[config.mk]
export PLATFORM = sky130hd
export DESIGN_NAME = brk_seq_unit
export DESIGN_NICKNAME = d
export VERILOG_FILES = /design/src/rtl/brk_pkg.sv /design/src/rtl/brk_cfg_regs.sv /design/src/rtl/brk_chan_match.sv /design/src/rtl/brk_sequencer.sv /design/src/rtl/brk_seq_unit.sv
export SDC_FILE = /design/constraint.sdc
export NUM_CORES = 1
export LEC_CHECK = 0
export BUFFER_PORTS_ARGS = -buffer_cell sky130_fd_sc_hd__buf_4
export CORE_MARGIN = 3
export CORE_UTILIZATION = 55
export CTS_BUF_LIST = sky130_fd_sc_hd__clkbuf_8
export DETAILED_ROUTE_END_ITERATION = 16
export HOLD_SLACK_MARGIN = 0.06
export PLACE_DENSITY = 0.81
export SYNTH_ARGS = -nofsm -noshare
export SYNTH_HDL_FRONTEND = slang
export SYNTH_SLANG_ARGS = --single-unit
[constraint.sdc]
create_clock -name clk -period 6.5 [get_ports clk]
set_input_delay 1.3 -clock clk [delete_from_list [all_inputs] [get_ports clk]]
set_output_delay 1.3 -clock clk [all_outputs]
set_load 0.05 [all_outputs]
[src/rtl/brk_pkg.sv]
package brk_pkg;

    localparam int NCH      = 5;
    localparam int NADDR    = 4;
    localparam int ASID_W   = 8;
    localparam int CFG_AW   = 5;
    localparam int REG_SPAN = 4;
    localparam int SEQ_REG  = NCH * REG_SPAN;
    localparam int CLR_REG  = SEQ_REG + 1;
    localparam int NCAUSE   = NCH + 1;

    typedef enum logic [1:0] {SZ_BYTE = 2'd0, SZ_WORD = 2'd1, SZ_LONG = 2'd2, SZ_RSVD = 2'd3} size_e;
    typedef enum logic [1:0] {SEQ_OFF = 2'd0, SEQ_2 = 2'd1, SEQ_3 = 2'd2, SEQ_4 = 2'd3} seq_e;
    typedef enum logic [1:0] {RW_ANY = 2'd0, RW_RD = 2'd1, RW_WR = 2'd2, RW_BOTH = 2'd3} rw_e;

    typedef struct packed {
        logic              en;
        logic              use_addr;
        logic              pc_type;
        rw_e               rw;
        logic              use_asid;
        logic              use_data;
        size_e             size;
        logic              ev_ldtlb;
        logic              ev_io;
        logic [ASID_W-1:0] asid;
    } chan_ctrl_t;

    function automatic chan_ctrl_t ctrl_unpack(input logic [31:0] w);
        chan_ctrl_t c;
        c.en       = w[0];
        c.use_addr = w[1];
        c.pc_type  = w[2];
        c.rw       = rw_e'(w[4:3]);
        c.use_asid = w[5];
        c.use_data = w[6];
        c.size     = size_e'(w[8:7]);
        c.ev_ldtlb = w[9];
        c.ev_io    = w[10];
        c.asid     = w[16 +: ASID_W];
        return c;
    endfunction

endpackage

[src/rtl/brk_cfg_regs.sv]
module brk_cfg_regs
    import brk_pkg::*;
#(
    parameter int ADDR_W = 32,
    parameter int DATA_W = 32
) (
    input  logic                   clk,
    input  logic                   rst,
    input  logic                   we,
    input  logic [CFG_AW-1:0]      addr,
    input  logic [31:0]            wdata,
    output chan_ctrl_t             ctrl     [NCH],
    output logic [ADDR_W-1:0]      addr_val [NADDR],
    output logic [ADDR_W-1:0]      mask_val [NADDR],
    output logic [DATA_W-1:0]      data_val,
    output seq_e                   mode,
    output logic                   seq_clr,
    output logic [NCAUSE-1:0]      clr_mask
);

    localparam logic [CFG_AW-1:0] SEQ_IDX = CFG_AW'(SEQ_REG);
    localparam logic [CFG_AW-1:0] CLR_IDX = CFG_AW'(CLR_REG);

    always_ff @(posedge clk) begin
        if (rst) begin
            for (int i = 0; i < NCH; i++) ctrl[i] <= '0;
            for (int i = 0; i < NADDR; i++) begin
                addr_val[i] <= '0;
                mask_val[i] <= '0;
            end
            data_val <= '0;
            mode     <= SEQ_OFF;
        end else if (we) begin
            for (int i = 0; i < NCH; i++) begin
                if (addr == CFG_AW'(i * REG_SPAN)) ctrl[i] <= ctrl_unpack(wdata);
            end
            for (int i = 0; i < NADDR; i++) begin
                if (addr == CFG_AW'(i * REG_SPAN + 1)) addr_val[i] <= wdata[ADDR_W-1:0];
                if (addr == CFG_AW'(i * REG_SPAN + 2)) mask_val[i] <= wdata[ADDR_W-1:0];
            end
            if (addr == CFG_AW'(3)) data_val <= wdata[DATA_W-1:0];
            if (addr == SEQ_IDX) mode <= seq_e'(wdata[1:0]);
        end
    end

    always_comb begin
        seq_clr  = we && (addr != CLR_IDX);
        clr_mask = (we && addr == CLR_IDX) ? wdata[NCAUSE-1:0] : '0;
    end

endmodule

[src/rtl/brk_chan_match.sv]
module brk_chan_match
    import brk_pkg::*;
#(
    parameter int CH     = 1,
    parameter int ADDR_W = 32,
    parameter int DATA_W = 32
) (
    input  chan_ctrl_t          ctrl,
    input  logic [ADDR_W-1:0]   cmp_addr,
    input  logic [ADDR_W-1:0]   cmp_mask,
    input  logic [DATA_W-1:0]   cmp_data,
    input  logic                mon_valid,
    input  logic                mon_fetch,
    input  logic [ADDR_W-1:0]   mon_addr,
    input  logic [DATA_W-1:0]   mon_data,
    input  logic [1:0]          mon_size,
    input  logic                mon_read,
    input  logic [ASID_W-1:0]   mon_asid,
    input  logic                mon_ldtlb,
    input  logic                mon_ioacc,
    output logic                hit
);

    localparam bit HAS_ADDR = (CH <= NADDR);
    localparam bit HAS_DATA = (CH == 1);
    localparam bit HAS_EVT  = (CH == NCH);

    logic addr_ok, data_ok, rw_ok, asid_ok, evt_ok;

    assign asid_ok = !ctrl.use_asid || (mon_asid == ctrl.asid);

    generate
        if (HAS_ADDR) begin : g_addr
            always_comb begin
                addr_ok = !ctrl.use_addr ||
                          ((ctrl.pc_type == mon_fetch) &&
                           (((mon_addr ^ cmp_addr) & ~cmp_mask) == '0));
                case (ctrl.rw)
                    RW_RD:   rw_ok = !mon_fetch && mon_read;
                    RW_WR:   rw_ok = !mon_fetch && !mon_read;
                    default: rw_ok = 1'b1;
                endcase
            end
        end else begin : g_no_addr
            assign addr_ok = 1'b1;
            assign rw_ok   = 1'b1;
        end

        if (HAS_DATA) begin : g_data
            logic [DATA_W-1:0] keep;
            always_comb begin
                for (int i = 0; i < DATA_W; i++) begin
                    case (ctrl.size)
                        SZ_BYTE: keep[i] = (i < 8);
                        SZ_WORD: keep[i] = (i < 16);
                        default: keep[i] = 1'b1;
                    endcase
                end
                data_ok = !ctrl.use_data ||
                          (!mon_fetch && (mon_size == 2'(ctrl.size)) &&
                           (((mon_data ^ cmp_data) & keep) == '0));
            end
        end else begin : g_no_data
            assign data_ok = 1'b1;
        end

        if (HAS_EVT) begin : g_evt
            assign evt_ok = (!ctrl.ev_ldtlb && !ctrl.ev_io) ||
                            (ctrl.ev_ldtlb && mon_ldtlb) ||
                            (ctrl.ev_io && mon_ioacc);
        end else begin : g_no_evt
            assign evt_ok = 1'b1;
        end
    endgenerate

    assign hit = ctrl.en && mon_valid && addr_ok && data_ok && rw_ok && asid_ok && evt_ok;

endmodule

[src/rtl/brk_sequencer.sv]
module brk_sequencer
    import brk_pkg::*;
(
    input  logic            clk,
    input  logic            rst,
    input  seq_e            mode,
    input  logic            seq_clr,
    input  logic [NCH-1:0]  hit,
    output logic [NCH-1:0]  indep_hit,
    output logic            seq_done,
    output logic [1:0]      stage
);

    logic [2:0] chain_len;
    logic [1:0] exp_idx;
    logic       active, exp_hit, last;

    always_comb begin
        active    = (mode != SEQ_OFF);
        chain_len = active ? ({1'b0, mode} + 3'd1) : 3'd0;
        exp_idx   = 2'(chain_len - 3'd1 - {1'b0, stage});
        exp_hit   = active && hit[exp_idx];
        last      = (exp_idx == 2'd0);
        seq_done  = exp_hit && last && !seq_clr;
    end

    generate
        for (genvar i = 0; i < NCH; i++) begin : g_indep
            assign indep_hit[i] = hit[i] && !(i < chain_len);
        end
    endgenerate

    always_ff @(posedge clk) begin
        if (rst || seq_clr) begin
            stage <= 2'd0;
        end else if (exp_hit) begin
            stage <= last ? 2'd0 : stage + 2'd1;
        end
    end

endmodule

[src/rtl/brk_seq_unit.sv]
module brk_seq_unit
    import brk_pkg::*;
#(
    parameter int ADDR_W = 32,
    parameter int DATA_W = 32
) (
    input  logic                clk,
    input  logic                rst,
    input  logic                cfg_we,
    input  logic [4:0]          cfg_addr,
    input  logic [31:0]         cfg_wdata,
    input  logic                mon_valid,
    input  logic                mon_fetch,
    input  logic [ADDR_W-1:0]   mon_addr,
    input  logic [DATA_W-1:0]   mon_data,
    input  logic [1:0]          mon_size,
    input  logic                mon_read,
    input  logic [7:0]          mon_asid,
    input  logic                mon_ldtlb,
    input  logic                mon_ioacc,
    output logic                brk_req,
    output logic [5:0]          brk_cause
);

    chan_ctrl_t          ctrl     [NCH];
    logic [ADDR_W-1:0]   addr_val [NADDR];
    logic [ADDR_W-1:0]   mask_val [NADDR];
    logic [DATA_W-1:0]   data_val;
    seq_e                seq_mode;
    logic                seq_clr;
    logic [NCAUSE-1:0]   clr_mask;
    logic [NCH-1:0]      hit, indep_hit;
    logic                seq_done;
    logic [1:0]          seq_stage;
    logic                trig;
    logic [NCAUSE-1:0]   cause_q;

    brk_cfg_regs #(.ADDR_W(ADDR_W), .DATA_W(DATA_W)) u_cfg (
        .clk(clk), .rst(rst), .we(cfg_we), .addr(cfg_addr), .wdata(cfg_wdata),
        .ctrl(ctrl), .addr_val(addr_val), .mask_val(mask_val), .data_val(data_val),
        .mode(seq_mode), .seq_clr(seq_clr), .clr_mask(clr_mask)
    );

    generate
        for (genvar g = 0; g < NCH; g++) begin : g_ch
            logic [ADDR_W-1:0] c_addr, c_mask;
            logic [DATA_W-1:0] c_data;
            if (g < NADDR) begin : g_a
                assign c_addr = addr_val[g];
                assign c_mask = mask_val[g];
            end else begin : g_na
                assign c_addr = '0;
                assign c_mask = '0;
            end
            if (g == 0) begin : g_d
                assign c_data = data_val;
            end else begin : g_nd
                assign c_data = '0;
            end
            brk_chan_match #(.CH(g + 1), .ADDR_W(ADDR_W), .DATA_W(DATA_W)) u_match (
                .ctrl(ctrl[g]), .cmp_addr(c_addr), .cmp_mask(c_mask), .cmp_data(c_data),
                .mon_valid(mon_valid), .mon_fetch(mon_fetch), .mon_addr(mon_addr),
                .mon_data(mon_data), .mon_size(mon_size), .mon_read(mon_read),
                .mon_asid(mon_asid), .mon_ldtlb(mon_ldtlb), .mon_ioacc(mon_ioacc),
                .hit(hit[g])
            );
        end
    endgenerate

    brk_sequencer u_seq (
        .clk(clk), .rst(rst), .mode(seq_mode), .seq_clr(seq_clr), .hit(hit),
        .indep_hit(indep_hit), .seq_done(seq_done), .stage(seq_stage)
    );

    assign trig = (|indep_hit) || seq_done;

    always_ff @(posedge clk) begin
        if (rst) begin
            brk_req <= 1'b0;
            cause_q <= '0;
        end else begin
            brk_req <= trig && !brk_req;
            cause_q <= (cause_q & ~clr_mask) | {seq_done, indep_hit};
        end
    end

    assign brk_cause = cause_q;

endmodule

# Word level (Yosys, flattened, before mapping)

Index checks and enable logic that the tools add are counted.

Mux-type cells: 11
Equality and inequality tests: 35
Magnitude comparators: 6
Bitwise operators: 17
Reductions and logical operators: 103
Add/sub/neg operators: 4

Operators by type and width:

| cell                 | number |
|---|---|
| $and A32 B32 Y32     | 5 |
| $logic_not A32 Y1    | 5 |
| $xor A32 B32 Y32     | 5 |
| $not A32 Y32         | 4 |
| $logic_and A1 B1 Y1  | 42 |
| $eq A8 B8 Y1         | 5 |
| $eq A5 B4 Y1 const B | 6 |
| $reduce_and A2 Y1    | 15 |
| $logic_not A1 Y1     | 21 |
| $eq A5 B3 Y1 const B | 3 |
| $eq A5 B5 Y1 const B | 3 |
| $logic_or A1 B1 Y1   | 14 |
| $eq A2 B1 Y1 const B | 5 |
| $eq A5 B2 Y1 const B | 2 |
| $eq A2 B2 Y1 const B | 4 |
| $pmux W1 S2          | 4 |
| $and A6 B6 Y6        | 1 |
| $lt A1 B3 Y1 const A | 2 |
| $lt A2 B3 Y1 const A | 2 |
| $mux W6              | 1 |
| $not A6 Y6           | 1 |
| $or A6 B6 Y6         | 1 |
| $eq A5 B1 Y1 const B | 1 |
| $logic_not A5 Y1     | 1 |
| other kinds (17)     | 23 |

Bits of input ports: 119
Flip-flop bits (word level): 370
Output and inout bits: 7
Logic and storage cells: 220

# Logic depth before layout (Yosys ltp)

Gate-level depths: netlist (run 1).

Depth after elaboration: 17
Gate-level depth with buffers: 11

# By module

From an unflattened synthesis (run 1), not the netlist that was laid out.

Cells, all modules: 1758
Area total of the unflattened synthesis: 18332.6 µm²

By module, submodules not included:

| module                               | times used | cells each | area an instance (µm²) |
|---|---|---|---|
| brk_cfg_regs                         | 1          | 1340       | 14998.1 |
| brk_chan_match (g_ch[1].u_match ...) | 3          | 75         | 579.3 |
| brk_chan_match (g_ch[0].u_match)     | 1          | 119        | 943.4 |
| brk_sequencer                        | 1          | 31         | 285.3 |
| brk_seq_unit                         | 1          | 28         | 249.0 |
| brk_chan_match (g_ch[4].u_match)     | 1          | 15         | 118.9 |

# Worst setup path before layout (run 1)

OpenSTA, ideal clock, no wires.

Path type: input port to flip-flop
Start: in mon_addr[15]
End: reg brk_req
Required time: 6.411 ns
Arrival time: 3.113 ns
Library setup time: 0.089 ns
Slack: 3.298 ns
Buffers on the path: 1
Stages on the path: 9
Cell sequence: buf_2 > xnor2_1 > o22ai_1 > or4_1 > or4_1 > o21ai_1 > nand4b_1 > o211a_1 > a311oi_2

Word-level cells in the longest chain between the ends: 16
Elaborated cells on any way between the ends: 45
Classes of those cells: mux (2); bitwise (8); reduce/logical (35)

Ends and longest elaborated chain:

| what                             | RTL line             | RTL |
|---|---|---|
| from (decl)                      | brk_seq_unit.sv:14   | `input logic [ADDR_W-1:0] mon_addr,` |
| $xor A32 B32 Y32                 | brk_chan_match.sv:37 | `(((mon_addr ^ cmp_addr) & ~cmp_mask) == '0));` |
| $and A32 B32 Y32                 | brk_chan_match.sv:37 |  |
| $logic_not A32 Y1                | brk_chan_match.sv:37 |  |
| $logic_and A1 B1 Y1              | brk_chan_match.sv:36 | `((ctrl.pc_type == mon_fetch) &&` |
| $logic_or A1 B1 Y1               | brk_chan_match.sv:35 | `addr_ok = !ctrl.use_addr \|\|` |
| $logic_and A1 B1 Y1 (4 in a row) | brk_chan_match.sv:76 | `assign hit = ctrl.en && mon_valid && addr_ok && data_ok && rw_ok && asid_ok && evt_ok;` |
| $bmux W1 S2                      | brk_sequencer.sv:22  | `exp_hit = active && hit[exp_idx];` |
| $mux W1 (not written as such)    | brk_sequencer.sv:22  |  |
| $logic_and A1 B1 Y1              | brk_sequencer.sv:22  |  |
| $logic_and A1 B1 Y1 (2 in a row) | brk_sequencer.sv:24  | `seq_done = exp_hit && last && !seq_clr;` |
| $logic_or A1 B1 Y1 (*)           | brk_seq_unit.sv:75   | `assign trig = (\|indep_hit) \|\| seq_done;` |
| $logic_and A1 B1 Y1 (*)          | brk_seq_unit.sv:82   | `brk_req <= trig && !brk_req;` |
| to (signal assigned)             | brk_seq_unit.sv:82   |  |
| to (decl)                        | brk_seq_unit.sv:21   | `output logic brk_req,` |

Mark *: on every way between the ends. The rest lies on a longest branch, timed or not. The select of a mux whose other input is x is not followed.
A chain may end at the register's enable or synchronous reset.

# Final worst setup path (run 1)

Start: in mon_addr[27]
End: reg u_seq.stage[1]

Word-level cells in the longest chain between the ends: 12
Elaborated cells on any way between the ends: 36
Classes of those cells: mux (2); bitwise (8); reduce/logical (26)

Ends and longest elaborated chain:

| what                              | RTL line             | RTL |
|---|---|---|
| $xor A32 B32 Y32                  | brk_chan_match.sv:37 |  |
| $and A32 B32 Y32                  | brk_chan_match.sv:37 |  |
| $logic_not A32 Y1                 | brk_chan_match.sv:37 |  |
| $logic_and A1 B1 Y1               | brk_chan_match.sv:36 |  |
| $logic_or A1 B1 Y1                | brk_chan_match.sv:35 |  |
| $logic_and A1 B1 Y1 (4 in a row)  | brk_chan_match.sv:76 |  |
| $bmux W1 S2 (*)                   | brk_sequencer.sv:22  |  |
| $mux W1 (not written as such) (*) | brk_sequencer.sv:22  |  |
| $logic_and A1 B1 Y1 (*)           | brk_sequencer.sv:22  |  |
| to (signal assigned)              | brk_sequencer.sv:37  | `stage <= last ? 2'd0 : stage + 2'd1;` |
| to (decl)                         | brk_sequencer.sv:11  | `output logic [1:0] stage` |

Marks and branches as above.

==> results of run 1 <==
==> cell families (layout without fill, tap and decap cells) <==
| logic type | after synthesis | after routing | synth area share |
|---|---|---|---|
| AND/OR/NAND/NOR | 828 | 828 | 0.205 |
| AO/OA/AOI/OAI | 447 | 447 | 0.148 |
| flip-flops | 370 | 370 | 0.458 |
| XOR/XNOR | 209 | 209 | 0.115 |
| buffers and inverters | 202 | 263 | 0.0508 |
| multiplexers | 23 | 23 | 0.0143 |
| adder cells (fa/ha/maj) | 13 | 13 | 0.0100 |
| other | 0 | 2 | 0 |
==> Yosys cell counts (6+ instances only) <==
cell type / n
o21ai_0: 13
clkbuf_1: 156
nand3_1: 10
o21ai_1: 6
xor2_1: 15
nor4_1: 17
dfxtp_1: 370
inv_1: 19
nand4_1: 22
nor2_1: 60
nor3_1: 9
nand2_1: 687
o22ai_1: 59
a21oi_1: 352
mux2i_1: 22
xnor2_1: 190
ha_1: 13
buf_2: 21
==> worst register-to-register path: cells and delay by family (launching register included) <==
family | cells | cell delay (ns)
simple gates | 3 | 1.52
compound gates | 4 | 0.89
flops | 1 | 0.32
xor+xnor | 1 | 0.19
==> layout make-up <==
class	instances	area, sq um	share of cell area
multi-input combinational	1520	7990	0.440
sequential	370	7410	0.408
timing repair buffer	145	1110	0.0610
clock buffer	69	950	0.0523
tap	384	480	0.0264
clock inverter	30	160	0.00881
inverter	19	71.3	0.00392
antenna	2	5.00	0.000275
==> state kept, by name, indices dropped and copies added, names as in the netlist <==
| signal | cells |
|---|---|
| brk_cause | 6 |
| brk_req | 1 |
| u_cfg.addr_val | 128 |
| u_cfg.ctrl | 71 |
| u_cfg.data_val | 32 |
| u_cfg.mask_val | 128 |
| u_cfg.mode | 2 |
| u_seq.stage | 2 |
==> routing by layer <==
metal | global-route usage | wire length [um] | vias up
met2 | 0.508 | 23200 | 839
met4 | 0.185 | 3230 | 0
met5 | 0 | 0 | -
met1 | 0.404 | 19700 | 6826
met3 | 0.0580 | 5210 | 196
li1 | - | - | 6856
==> where the power goes <==
| part | switching, mW | internal (mW) | total, mW | leakage (nW) |
|---|---|---|---|---|
| clock network | 0.910 | 0.996 | 1.91 | 0.650 |
| logic | 0.234 | 0.128 | 0.362 | 2.49 |
| registers | 0.0107 | 2.28 | 2.29 | 2.98 |
==> per-stage QoR <==
step	cell area, sq um	setup WS [ns]	util	hold WS (ns)
2_1_floorplan	16200	3.30	-	0.433
3_3_place_gp	17100	2.54	0.591	0.439
3_5_place_dp	17100	2.49	0.591	0.448
4_1_cts	18200	3.08	0.630	0.457
5_1_grt	18200	2.96	0.630	0.468
6_report	18200	2.99	0.630	0.454
==> how the worst max path moves through the flow <==
stage	from	end	slack, ns
floorplan	mon_addr[15]	brk_req	3.30
global placement	mon_addr[27]	u_seq.stage[1]	2.54
detailed placement	mon_addr[27]	u_seq.stage[1]	2.49
CTS	mon_addr[27]	u_seq.stage[1]	3.08
global route	mon_addr[27]	u_seq.stage[0]	2.96
finish	mon_addr[27]	u_seq.stage[1]	2.99
==> run summary, run 1 <==
Slowest CP cell -> nor4_1
Antenna Violating Nets Remaining -> 0
Setup CP Type -> input port to register
CP Cell Sequence -> buf_4, xnor2_1, o22ai_1, nor4_1, nand4_1, o31ai_2, a211oi_1, or4_1, a21boi_1
Via density -> 5.80
Cell count after synthesis -> 2092
Worst r2r src -> u_cfg.addr_val[123]
Max Clock Freq -> 0.285 GHz
Core area -> 28900 sq um
Setup Total Neg Slack -> 0 ns
Die X -> 178 um
DR WL/cell -> 20.2 um
Yosys reg bits -> 370
Synth cell types -> 45
DRT iter0 DRCs -> 1453
Final Cycle Share -> 0.540
CTS sink count -> 370
Setup slack, reg-to-reg -> 3.52 ns
Pwr Density -> 251 nW/um^2
Worst Max-Slew Pin Slew -> 1.05 ns
Worst rel slew slack -> 0.298
Yosys warning count -> 0
I/O pin cnt -> 126
Inst Count DP -> 2438
Setup violations, final -> 0
Most frequent cells in the layout -> nand2_1, dfxtp_1, a21oi_1
Worst R2R Path Depth -> 8
CP peak stage delay -> 0.71 ns
Pleak -> 6.12 nW
Worst-path clk slew -> 0.06 ns
Final Wtd Congestion -> 0.963
Slew Limit Fails -> 0
CP top delay family -> simple AND/OR/NAND/NOR gates
Fillers -> 2460
H-tree depth reported by CTS -> 2
Most used DFF post-synth -> dfxtp_1
Number of synthesized flops with an enable pin -> 0
Via count -> 14717
First-pass GRT wire length -> 78000 um
Largest net degree at the start of global routing -> 189
Worst Hold End -> u_cfg.mask_val[38]
Sequential share of the synthesized area -> 0.458
Crit. End Element -> register
Max FO, Critical Path -> 4
Starting density of the core -> 0.561
Cell area after synthesis -> 16200 sq um
Final Hold Viols -> 0
Worst hold path type -> register to register
Max IR drop VDD -> 186 uV
Commonest non-fill, non-tap cell in the layout -> nand2_1
Syn_nets -> 2224
Avg Cell Area, Syn -> 7.74 sq um
Yosys top cell area share -> 0.458
Overflow after GRT -> 0
CP Depth -> 9
Hold path startpoint -> u_cfg.mask_val[38]
First-pass detailed-route iteration total -> 6
Outcome -> completed
Nets -> 2243
Buffer and inverter count on the worst path -> 1
Initial antenna violation count -> 0
Inserted Clock Buffers -> 55
Max Root-Sink Buffers -> 3
Fin crit period -> 3.51 ns
Startpoint type of the worst setup path -> input port
I/O Buffers -> 125
Post CTS Setup Buffer Count -> 0
MaxCap Viol Count -> 0
Number of global-route vias before repair -> 14225
Clock latency on the worst-skew pair -> 0.61 ns
RR Endpoint -> u_seq.stage[1]
RSZ-0062 raised after global routing -> false
Dpl hpwl -> 33600 um
Root buf cell -> clkbuf_8
Async S/R FF share, synth -> 0
Hold depth -> 2
Die ar. -> 31500 sq um
Overall power -> 4.56 mW
Final wirelength -> 51300 um
Area growth from synthesis to layout -> 12.3%
Gr usage total -> 0.318
Layout cells sized above 1 -> 0.113
Post-synth top area cell -> dfxtp_1
Data arrival, critical path -> 4.03 ns
Num rows -> 62
Hold buffers post-CTS -> 0
Clock skew -> 0.0213 ns
Non-filler cells, final -> 2539
Die Span Y -> 178 um
CTS tree -> done
Resize count post-CTS -> 0
Largest cells by area after synthesis -> dfxtp_1, nand2_1, a21oi_1, xnor2_1, clkbuf_1
Critical Path RT -> 7.02 ns
DRC violations left -> 0
No activity file was read; power rests on OpenSTA's default activity.
==> run 2: changes to the inputs <==
--- a/config.mk
+++ b/config.mk
@@ -11,7 +11,7 @@
 export CTS_BUF_LIST = sky130_fd_sc_hd__clkbuf_8
 export DETAILED_ROUTE_END_ITERATION = 16
 export HOLD_SLACK_MARGIN = 0.06
-export PLACE_DENSITY = 0.81
+export PLACE_DENSITY = 0.84
 export SYNTH_ARGS = -nofsm -noshare
 export SYNTH_HDL_FRONTEND = slang
 export SYNTH_SLANG_ARGS = --single-unit
==> constraint.sdc (replaced) <==
create_clock -name clk -period 3.2 [get_ports clk]
set_input_delay 0.64 -clock clk [delete_from_list [all_inputs] [get_ports clk]]
set_output_delay 0.64 -clock clk [all_outputs]
set_load 0.05 [all_outputs]
==> run summary, run 2 (synthesis results as in run 1) <==
Top Registers -> u_cfg.addr_val: 128 flops, u_cfg.mask_val: 128 flops, u_cfg.ctrl: 71 flops
Highest routed layer -> met4
Num rows -> 62
I/O pin cnt -> 126
Via count -> 14760
MaxCap Viol Count -> 0
Inserted Clock Buffers -> 57
Setup Total Neg Slack -> 0 ns
Setup violations, final -> 0
Final Hold Viols -> 0
Outcome -> completed
Clock skew -> 0.0334 ns
Max FO, Critical Path -> 3
RSZ-0062 raised after global routing -> false
Root buf cell -> clkbuf_8
First-pass detailed-route iteration total -> 9
DP Worst Slack -> 0.0142 ns
Gr usage total -> 0.316
Max Clock Freq -> 0.350 GHz
Met3 routed WL -> 5990 um
Fin crit period -> 2.86 ns
Slew Limit Fails -> 0
Metal2 WL -> 23200 um
Resize count post-CTS -> 0
Hold buffers post-CTS -> 0
Area growth from synthesis to layout -> 13.5%
First-pass GRT wire length -> 76900 um
I/O Buffers -> 125
Layout cells sized above 1 -> 0.120
Clock latency on the worst-skew pair -> 0.63 ns
Largest net degree at the start of global routing -> 147
Pleak -> 6.22 nW
CTS sink count -> 370
Overflow after GRT -> 0
Worst R2R Path Depth -> 8
Max Root-Sink Buffers -> 3
Data arrival, critical path -> 3.35 ns
Hold depth -> 3
DRC violations left -> 0
Worst Hold End -> u_cfg.addr_val[94]
Setup CP Type -> register to register
Final wirelength -> 51200 um
Commonest non-fill, non-tap cell in the layout -> nand2_1
Starting density of the core -> 0.561
Fillers -> 2398
Worst Max-Slew Pin Slew -> 0.946 ns
CTS tree -> done
Final Cycle Share -> 0.893
Worst hold path type -> input port to register
Max IR drop VDD -> 327 uV
Startpoint type of the worst setup path -> register
Hold path startpoint -> cfg_wdata[30]
Most frequent cells in the layout -> nand2_1, dfxtp_1, a21oi_1
Met1 Wirelength -> 18800 um
Crit. End Element -> register
Via density -> 5.78
Worst-path clk slew -> 0.06 ns
Setup slack, reg-to-reg -> 0.34 ns
Final Wtd Congestion -> 0.964
Post CTS Setup Buffer Count -> 0
Number of global-route vias before repair -> 13989
Pwr Density -> 515 nW/um^2
Worst r2r src -> u_cfg.addr_val[123]
Worst rel slew slack -> 0.368
Util after Layout -> 0.637
Critical Path RT -> 3.69 ns
Die Span Y -> 178 um
Die ar. -> 31500 sq um
Antenna Violating Nets Remaining -> 0
Number of diodes -> 0
DRT iter0 DRCs -> 1630
Setup WS post-layout -> 0.342 ns
DR WL/cell -> 20.1 um
H-tree depth reported by CTS -> 2
Dpl hpwl -> 33500 um
Nets -> 2259
Initial antenna violation count -> 0
RR Endpoint -> u_seq.stage[0]
Core area -> 28900 sq um
Die X -> 178 um
run 2: cell types whose count changed in the layout (fill, tap and decap cells not counted), sizes merged:
cell and change:
buf +14, clkbuf +7, clkinv -2, clkinvlp +1
diode -2, inv -4
run 2: per-stage QoR:
step | area [sq um] | total power [mW] | instances | hold WS [ns]
after floorplan | 16200 | 5.18 | 2092 | 0.433
after global placement | 17200 | 5.47 | 2452 | 0.439
after detailed placement | 17200 | 5.48 | 2452 | 0.445
after CTS | 18400 | 9.46 | 2553 | 0.316
after global routing | 18400 | 9.72 | 2553 | 0.332
final | 18400 | 9.46 | 2553 | 0.334
run 2: layout make-up:
class,count,area (sq um),area share
clock inverter,25,155,0.00844
clock buffer,76,1050,0.0569
tap,384,480,0.0261
multi-input combinational,1520,7990,0.435
inverter,19,71.3,0.00388
sequential,370,7410,0.403
timing repair buffer,159,1230,0.0667
run 2: worst max path at each step:
| stage | start | endpoint | slack (ns) | depth (start not counted) |
|---|---|---|---|---|
| CTS | u_cfg.addr_val[123] | u_seq.stage[1] | 0.45 | 8 |
| global placement | mon_addr[27] | u_seq.stage[1] | -0.01 | 9 |
| global route | u_cfg.addr_val[123] | u_seq.stage[0] | 0.22 | 8 |
| finish | u_cfg.addr_val[123] | u_seq.stage[0] | 0.34 | 8 |
| detailed placement | mon_addr[27] | u_seq.stage[0] | 0.01 | 9 |
| floorplan | mon_addr[15] | brk_req | 0.66 | 9 |
run 2: worst max-delay path, cell delays in order (launching register included):
cell	delay, ns
dfxtp_1	0.32
xnor2_1	0.31
o22ai_1	0.15
nor4_1	0.62
nand4_1	0.27
o31ai_2	0.29
a211oi_1	0.15
nor3b_1	0.26
mux2_2	0.36
run 2: report_power, final:
part	internal [mW]	switching, mW
clock network	2.20	1.86
logic	0.268	0.473
registers	4.64	0.0217
total	7.11	2.35
run 2: layer usage:
layer  track usage  vias up
met4         0.185        0
met3        0.0629      189
li1              -     6876
met2         0.504      866
met1         0.396     6829
met5             0        -
